## config.mk

```make
export PLATFORM = sky130hd
export DESIGN_NAME = alu8_core
export DESIGN_NICKNAME = d
export VERILOG_FILES = /design/src/rtl/alu8_pkg.sv /design/src/rtl/alu8_addsub.sv /design/src/rtl/alu8_divmod.sv /design/src/rtl/alu8_shcmp.sv /design/src/rtl/alu8_core.sv
export SDC_FILE = /design/constraint.sdc
export NUM_CORES = 1
export LEC_CHECK = 0
export ABC_AREA = 1
export BUFFER_PORTS_ARGS = -buffer_cell sky130_fd_sc_hd__buf_2
export CORE_UTILIZATION = 55
export DETAILED_ROUTE_END_ITERATION = 16
export GPL_TIMING_DRIVEN = 0
export PLACE_DENSITY = 0.81
export REMOVE_ABC_BUFFERS = 1
export SYNTH_ARGS = -nofsm -noshare
export SYNTH_HDL_FRONTEND = slang
export SYNTH_SLANG_ARGS = --single-unit
```

## constraint.sdc

```tcl
create_clock -name vclk -period 4.4
set_input_delay 0.44 -clock vclk [all_inputs]
set_output_delay 0.44 -clock vclk [all_outputs]
set_load 0.01 [all_outputs]
```

## src/rtl/alu8_pkg.sv

```systemverilog
package alu8_pkg;
  localparam int OP_W = 3;

  typedef enum logic [OP_W-1:0] {
    OP_PASS = 3'b000,
    OP_ADD  = 3'b001,
    OP_SUB  = 3'b010,
    OP_DIV  = 3'b011,
    OP_MOD  = 3'b100,
    OP_SHL  = 3'b101,
    OP_SHR  = 3'b110,
    OP_GT   = 3'b111
  } alu_op_e;
endpackage

```

## src/rtl/alu8_addsub.sv

```systemverilog
module alu8_addsub #(
  parameter int OPND_W = 4,
  localparam int RES_W = OPND_W + 1
) (
  input  logic [OPND_W-1:0] a_i,
  input  logic [OPND_W-1:0] b_i,
  output logic [RES_W-1:0]  sum_o,
  output logic [RES_W-1:0]  diff_o
);
  function automatic logic [RES_W-1:0] f_add(input logic [OPND_W-1:0] x, input logic [OPND_W-1:0] y);
    return {1'b0, x} + {1'b0, y};
  endfunction

  function automatic logic [RES_W-1:0] f_sub(input logic [OPND_W-1:0] x, input logic [OPND_W-1:0] y);
    return {1'b0, x} - {1'b0, y};
  endfunction

  assign sum_o  = f_add(a_i, b_i);
  assign diff_o = f_sub(a_i, b_i);

  logic [RES_W-1:0] diff_back;
  assign diff_back = diff_o + {1'b0, b_i};

  always_comb begin
    // adding the subtrahend back must recover the minuend modulo 2^RES_W
    a_r3_sub_wrap: assert (diff_back == {1'b0, a_i});
    // the sum is always at least as large as either operand (no loss at this width)
    a_r2_add_bound: assert (sum_o >= {1'b0, a_i});
  end
endmodule

```

## src/rtl/alu8_divmod.sv

```systemverilog
module alu8_divmod #(
  parameter int OPND_W = 4,
  localparam int RES_W = OPND_W + 1
) (
  input  logic [OPND_W-1:0] a_i,
  input  logic [OPND_W-1:0] b_i,
  output logic [RES_W-1:0]  quo_o,
  output logic [RES_W-1:0]  rem_o,
  output logic              div_zero_o
);
  logic [OPND_W-1:0] b_safe;

  function automatic logic [RES_W-1:0] f_quo(input logic [OPND_W-1:0] x, input logic [OPND_W-1:0] y);
    return {1'b0, x / y};
  endfunction

  function automatic logic [RES_W-1:0] f_rem(input logic [OPND_W-1:0] x, input logic [OPND_W-1:0] y);
    return {1'b0, x % y};
  endfunction

  assign div_zero_o = (b_i == '0);
  assign b_safe     = div_zero_o ? {{(OPND_W-1){1'b0}}, 1'b1} : b_i;
  assign quo_o      = div_zero_o ? {RES_W{1'b1}} : f_quo(a_i, b_safe);
  assign rem_o      = div_zero_o ? {1'b0, a_i}   : f_rem(a_i, b_safe);

  always_comb begin
    if (!div_zero_o) begin
      // quotient times divisor plus remainder reconstructs the dividend
      a_r4_div_recon: assert ((int'(quo_o) * int'(b_i) + int'(rem_o)) == int'(a_i));
      // remainder strictly below divisor
      a_r5_rem_range: assert (int'(rem_o) < int'(b_i));
    end else begin
      a_r6_div_zero: assert (&quo_o && rem_o == {1'b0, a_i});
    end
  end
endmodule

```

## src/rtl/alu8_shcmp.sv

```systemverilog
module alu8_shcmp #(
  parameter int OPND_W = 4,
  localparam int RES_W = OPND_W + 1
) (
  input  logic [OPND_W-1:0] a_i,
  input  logic [OPND_W-1:0] b_i,
  output logic [RES_W-1:0]  shl_o,
  output logic [RES_W-1:0]  shr_o,
  output logic [RES_W-1:0]  gt_o
);
  function automatic logic [RES_W-1:0] f_shl(input logic [OPND_W-1:0] x);
    return {x, 1'b0};
  endfunction

  function automatic logic [RES_W-1:0] f_shr(input logic [OPND_W-1:0] x);
    return {2'b00, x[OPND_W-1:1]};
  endfunction

  function automatic logic [RES_W-1:0] f_gt(input logic [OPND_W-1:0] x, input logic [OPND_W-1:0] y);
    return {{OPND_W{1'b0}}, (x > y)};
  endfunction

  assign shl_o = f_shl(a_i);
  assign shr_o = f_shr(a_i);
  assign gt_o  = f_gt(a_i, b_i);

  always_comb begin
    // left shift is doubling with no loss at this width
    a_r7_shl_double: assert (int'(shl_o) == 2 * int'(a_i));
    // right shift is floor halving
    a_r8_shr_half: assert (int'(shr_o) == int'(a_i) / 2);
  end
endmodule

```

## src/rtl/alu8_core.sv

```systemverilog
module alu8_core #(
  parameter int OPND_W = 4,
  localparam int RES_W = OPND_W + 1
) (
  input  logic [OPND_W-1:0]          a_i,
  input  logic [OPND_W-1:0]          b_i,
  input  logic [alu8_pkg::OP_W-1:0]  op_i,
  output logic [RES_W-1:0]           y_o
);
  import alu8_pkg::*;

  logic [RES_W-1:0] sum_w, diff_w, quo_w, rem_w, shl_w, shr_w, gt_w;
  logic             div_zero_w;
  alu_op_e          op_e;

  alu8_addsub #(.OPND_W(OPND_W)) addsub_i (
    .a_i(a_i), .b_i(b_i), .sum_o(sum_w), .diff_o(diff_w)
  );

  alu8_divmod #(.OPND_W(OPND_W)) divmod_i (
    .a_i(a_i), .b_i(b_i), .quo_o(quo_w), .rem_o(rem_w), .div_zero_o(div_zero_w)
  );

  alu8_shcmp #(.OPND_W(OPND_W)) shcmp_i (
    .a_i(a_i), .b_i(b_i), .shl_o(shl_w), .shr_o(shr_w), .gt_o(gt_w)
  );

  assign op_e = alu_op_e'(op_i);

  always_comb begin
    unique case (op_e)
      OP_PASS: y_o = {1'b0, a_i};
      OP_ADD:  y_o = sum_w;
      OP_SUB:  y_o = diff_w;
      OP_DIV:  y_o = quo_w;
      OP_MOD:  y_o = rem_w;
      OP_SHL:  y_o = shl_w;
      OP_SHR:  y_o = shr_w;
      OP_GT:   y_o = gt_w;
      default: y_o = '0;
    endcase
  end

  always_comb begin
    if (op_e == OP_PASS)
      a_r1_pass: assert (y_o[RES_W-1:1] == {1'b0, a_i[OPND_W-1:1]} && y_o[0] == a_i[0]);
    if (op_e == OP_GT) begin
      a_r9_cmp_ext: assert (y_o[RES_W-1:1] == '0);
      a_r9_cmp_val: assert (y_o[0] == (int'(a_i) > int'(b_i)));
    end
    if (op_e == OP_DIV && div_zero_w)
      a_r6_div_zero_out: assert (&y_o);
  end
endmodule

```

# Word-level counts from Yosys, hierarchy flattened
# Index checks and enable logic that the tools add are counted.
# op_classes
eq_ne	7
addsub	2
n_reduce_logical	2
n_div	2
magnitude_cmp	1
mux	4
# ops
op	n
5-bit one-hot mux with 8 select lines	1
3-bit == test (second input constant)	4
4-bit two-way mux	2
3-bit by 2-bit == test with 1-bit output (second input constant)	2
4-bit by 4-bit adder with 5-bit output	1
5-bit two-way mux	1
4-bit by 4-bit subtractor with 5-bit output	1
4-bit by 4-bit divider with 4-bit output	1
4-bit greater-than comparator	1
4-bit zero test	1
4-bit by 4-bit remainder unit with 4-bit output	1
3-bit by 1-bit == test with 1-bit output (second input constant)	1
3-bit zero test	1
# totals
output_inout_bits	5
regBits	0

# Longest topological paths before layout
# logic_depth
depth_word	5
ltp_mapped	30
depth_no_buf	30

# Cells and area by module
# Synthesis repeated with hierarchy kept, for this count alone.
# hier_totals
hier_cells	266
area_unflattened_um2	1641.6
# by_module_without_submodules
mod	area_each_um2	seq_area_each_um2	n_inst	cells_per_inst
alu8_divmod	629.4	0.0	1	102
alu8_core	496.7	0.0	1	86
alu8_addsub	297.8	0.0	1	44
alu8_shcmp	217.7	0.0	1	34

# Worst setup path before layout
# No wires, ideal clock.
# synth_path
kind	input port to output port
from	input port b_i[2]
to	output port y_o[0]
path_stages	30
t_arrival_ns	3.670
slack_ns	0.290
required_time_ns	3.960
path_cell_list	nor2_4 nand2_4 inv_1 nor2_1 ha_1 nand2_2 nand2_2 nand2_2 nand2_1 nand2_1 inv_1 ha_1 nand2_1 inv_1 nor2_1 nand2_1 nand2_2 nand2_1 nand2_2 nand2_2 nand2_2 inv_1 fa_1 o211ai_1 nor2_1 inv_1 nand2_1 o21ai_0 nor3_1 nand3_1
# synth_via
elab_chain_len	5
word_cells_on_any_way	8
cone_classes	div (2); order compare (1); mux (4); reduce/logical (1)
# synth_lines
item	line_no	text
from (decl)	alu8_core.sv:6	input logic [OPND_W-1:0] b_i,
4-bit zero test	alu8_divmod.sv:21	assign div_zero_o = (b_i == '0);
4-bit two-way mux	alu8_divmod.sv:22	assign b_safe = div_zero_o ? {{(OPND_W-1){1'b0}}, 1'b1} : b_i;
4-bit by 4-bit remainder unit with 4-bit output or 4-bit by 4-bit divider with 4-bit output (tied branches)	alu8_divmod.sv:18, alu8_divmod.sv:14	
4-bit two-way mux or 5-bit two-way mux (tied branches)	alu8_divmod.sv:24, alu8_divmod.sv:23	
5-bit one-hot mux with 8 select lines (*)	alu8_core.sv:31	unique case (op_e)
to (decl)	alu8_core.sv:8	output logic [RES_W-1:0] y_o
# Mark *: on every way between the ends. The rest lies on a longest branch, timed or not.

# Final worst setup path
# layout_path
from	input port b_i[3]
to	output port y_o[1]
# The elaborated chain is that of the path after synthesis.

==> run_results.csv <==
group,metric,value,unit
run_status,outcome,"complete, but fails checks",
run_status,violations,"negative setup slack",
yosys,synth_area_per_cell,6.109,um^2
final_layout,n_antenna_cell,0,
yosys,synth_mux_area_share,0,%
setup_path,arrival,4030,ps
yosys,yosys-top-cells-count,"inv_1, nand2_1, ha_1",
yosys,yosys.area.top_type,"ha_1",
setup_path,crit_path_end_kind,"output port",
setup_path,path_common_cell,"nand2_4",
yosys,synth_top_family_by_area,"simple AND/OR/NAND/NOR gates",
die,core,0.001802,mm^2
setup_path,critPathLaunchType,"primary input",
timing,drv_slew,0,
routing,drt_wl_total,4810,um
timing,worst_slack,-66.24,ps
die,start_util,60.69,%
routing,drc_errors,0,
routing,drt-wirelength-per-cell,20.21,um
global_routing,antenna_found_initial,0,
setup_path,crit_type,"in2out",
yosys,yosys.area_share.simple,38.22,%
global_routing,grt_overflow,0,
yosys,synth-compound-area-share,22.54,%
place,place.gp.congestion,0.9384,
power_and_ir_drop,p_clk_share,0,%
yosys,seq_area_frac_synth,0,%
place,io_buffers,16,
yosys,yosysWarningCount,0,
setup_path,critPathSlowestCell,"ha_4",
final_layout,seq_cells,0,
yosys,synth_cell_types,27,
timing,worstMarginPinSlew,475.5,ps
routing,num_vias,1609,
min_path,hp-start,"a_i[0]",
routing,postRouteAntennaNets,0,
yosys,synth_fa_ha_area_share,23.80,%
power_and_ir_drop,irDropWorstVdd,0.1263,mV
power_and_ir_drop,power_leakage,0.7985,nW
min_path,holdPathEnd,"y_o[0]",
yosys,synth.top_cell.area_share,18.31,%
job,maxCapViolCount,0,
yosys,yosysMostFrequentCell,"inv_1",
routing,viasPerCell,6.761,
setup_path,cp_slowest_stage_delay,300,ps
timing,slew_headroom,68.06,%
timing,setup_viol,4,
power_and_ir_drop,p_seq_share,0,%
die,die_h,46.59,um
final_layout,syn_to_final_growth,48.63,%
die,die_w,46.59,um
timing,rsz0062_at_grt,"yes",
yosys,synth_area,0.001094,mm^2
power_and_ir_drop,switchingPower,0.1737,mW
routing,drtIter0Drc,123,
power_and_ir_drop,powerDensity,183.7,mW/mm^2
place,hpwl,2414,um
setup_path,worstPathMaxFanout,5,
setup_path,required,3960,ps
final_layout,clock_buffers,0,
die,die-area,0.002171,mm^2
power_and_ir_drop,swShare,58.16,%
global_routing,grt_usage,33.20,%
timing,fmax,223.9,MHz
die,num_rows,15,
setup_path,crit_family,"simple AND/OR/NAND/NOR gates",
power_and_ir_drop,p_comb_share,100.0,%
min_path,worstHoldPathCells,4,
timing,hold_violations,0,
timing,min_period,4466,ps
die,top_level_ports,16,
final_layout,final_nets,245,
routing,first_pass_iters,5,
power_and_ir_drop,p_int,0.1250,mW
final_layout,register_area,0,um^2
final_layout,drive_gt1_share,41.78,%
min_path,worstHoldPathType,"in2out",
final_layout,post-route-util,90.21,%
timing,post-route-period-util,101.5,%
global_routing,grt_pass1_vias,1186,
timing,finalSetupTns,-202.4,ps
yosys,synth_xor_area_share,2.403,%
global_routing,grt_max_degree,10,
global_routing,grt_pass1_wl,5126,um
setup_path,path_buf_inv,8,
yosys,syn_inst,179,
yosys,synth_area_leaders,"ha_1, inv_1, nand2_1, nand3_1, fa_1",
==> cells by family after synthesis <==
group | after synthesis
xor+xnor | 3
fa+ha+maj | 19
compound gates | 38
simple gates | 82
buf+inv | 37
==> layout make-up <==
type	instances	area, um^2
Fill cell	82	176.4
Inverter	35	136.4
Multi-Input combinational cell	142	1201
Tap cell	25	31.28
Timing Repair Buffer	36	256.5
==> cell usage in the layout, fill, tap and decap left out, drive strengths merged, types with 5 or more instances in the layout <==
cell type and n:
nand2 40, buf 36, inv 35, nand3 18, ha 16, a21oi 15
nor2 13, o21ai 9, nand4 5, nor3 5
==> metal layers <==
metal | track usage, % | routed length, um
met5 | 0 | 0
met4 | 11.18 | 302
met3 | 3.137 | 563
met2 | 56.67 | 2150
met1 | 42.79 | 1793
==> worst max path at each step <==
stage | start | endpoint | slack [ps] | cells past startpoint
floorplan | b_i[2] | y_o[0] | 290 | 30
finish | b_i[3] | y_o[1] | -70 | 31
global route | b_i[2] | y_o[2] | -180 | 28
global placement | b_i[1] | y_o[0] | -350 | 32
CTS | b_i[3] | y_o[0] | 3 | 33
detailed placement | b_i[1] | y_o[0] | -480 | 32
==> power groups by stage <==
stage	sequential (mW)	combinational [mW]	clock (mW)
detailed placement	0	0.178	0
finish	0	0.299	0
global placement	0	0.173	0
global route	0	0.312	0
CTS	0	0.213	0
floorplan	0	0.133	0
==> repair_timing <==
action                                  4_1_cts  5_1_grt
buffers inserted                              6       14
endpoints found under the setup margin        4        4
hold buffers                                  0        0
pin swaps                                     7       31
resized for setup                            22       43
==> per-stage QoR <==
step / hold WS, ps / setup WS (ps) / std cells / power, mW / area (um^2)
floorplan: 1025 / 290.4 / 177 / 0.1325 / 1082
global placement: 1229 / -347.1 / 218 / 0.1726 / 1194
detailed placement: 1233 / -478.2 / 218 / 0.1784 / 1194
CTS: 1236 / 3.384 / 224 / 0.2130 / 1353
global route: 1255 / -180.1 / 238 / 0.3122 / 1625
finish: 1228 / -66.24 / 238 / 0.2986 / 1625
No activity file was read; power rests on OpenSTA's default activity.
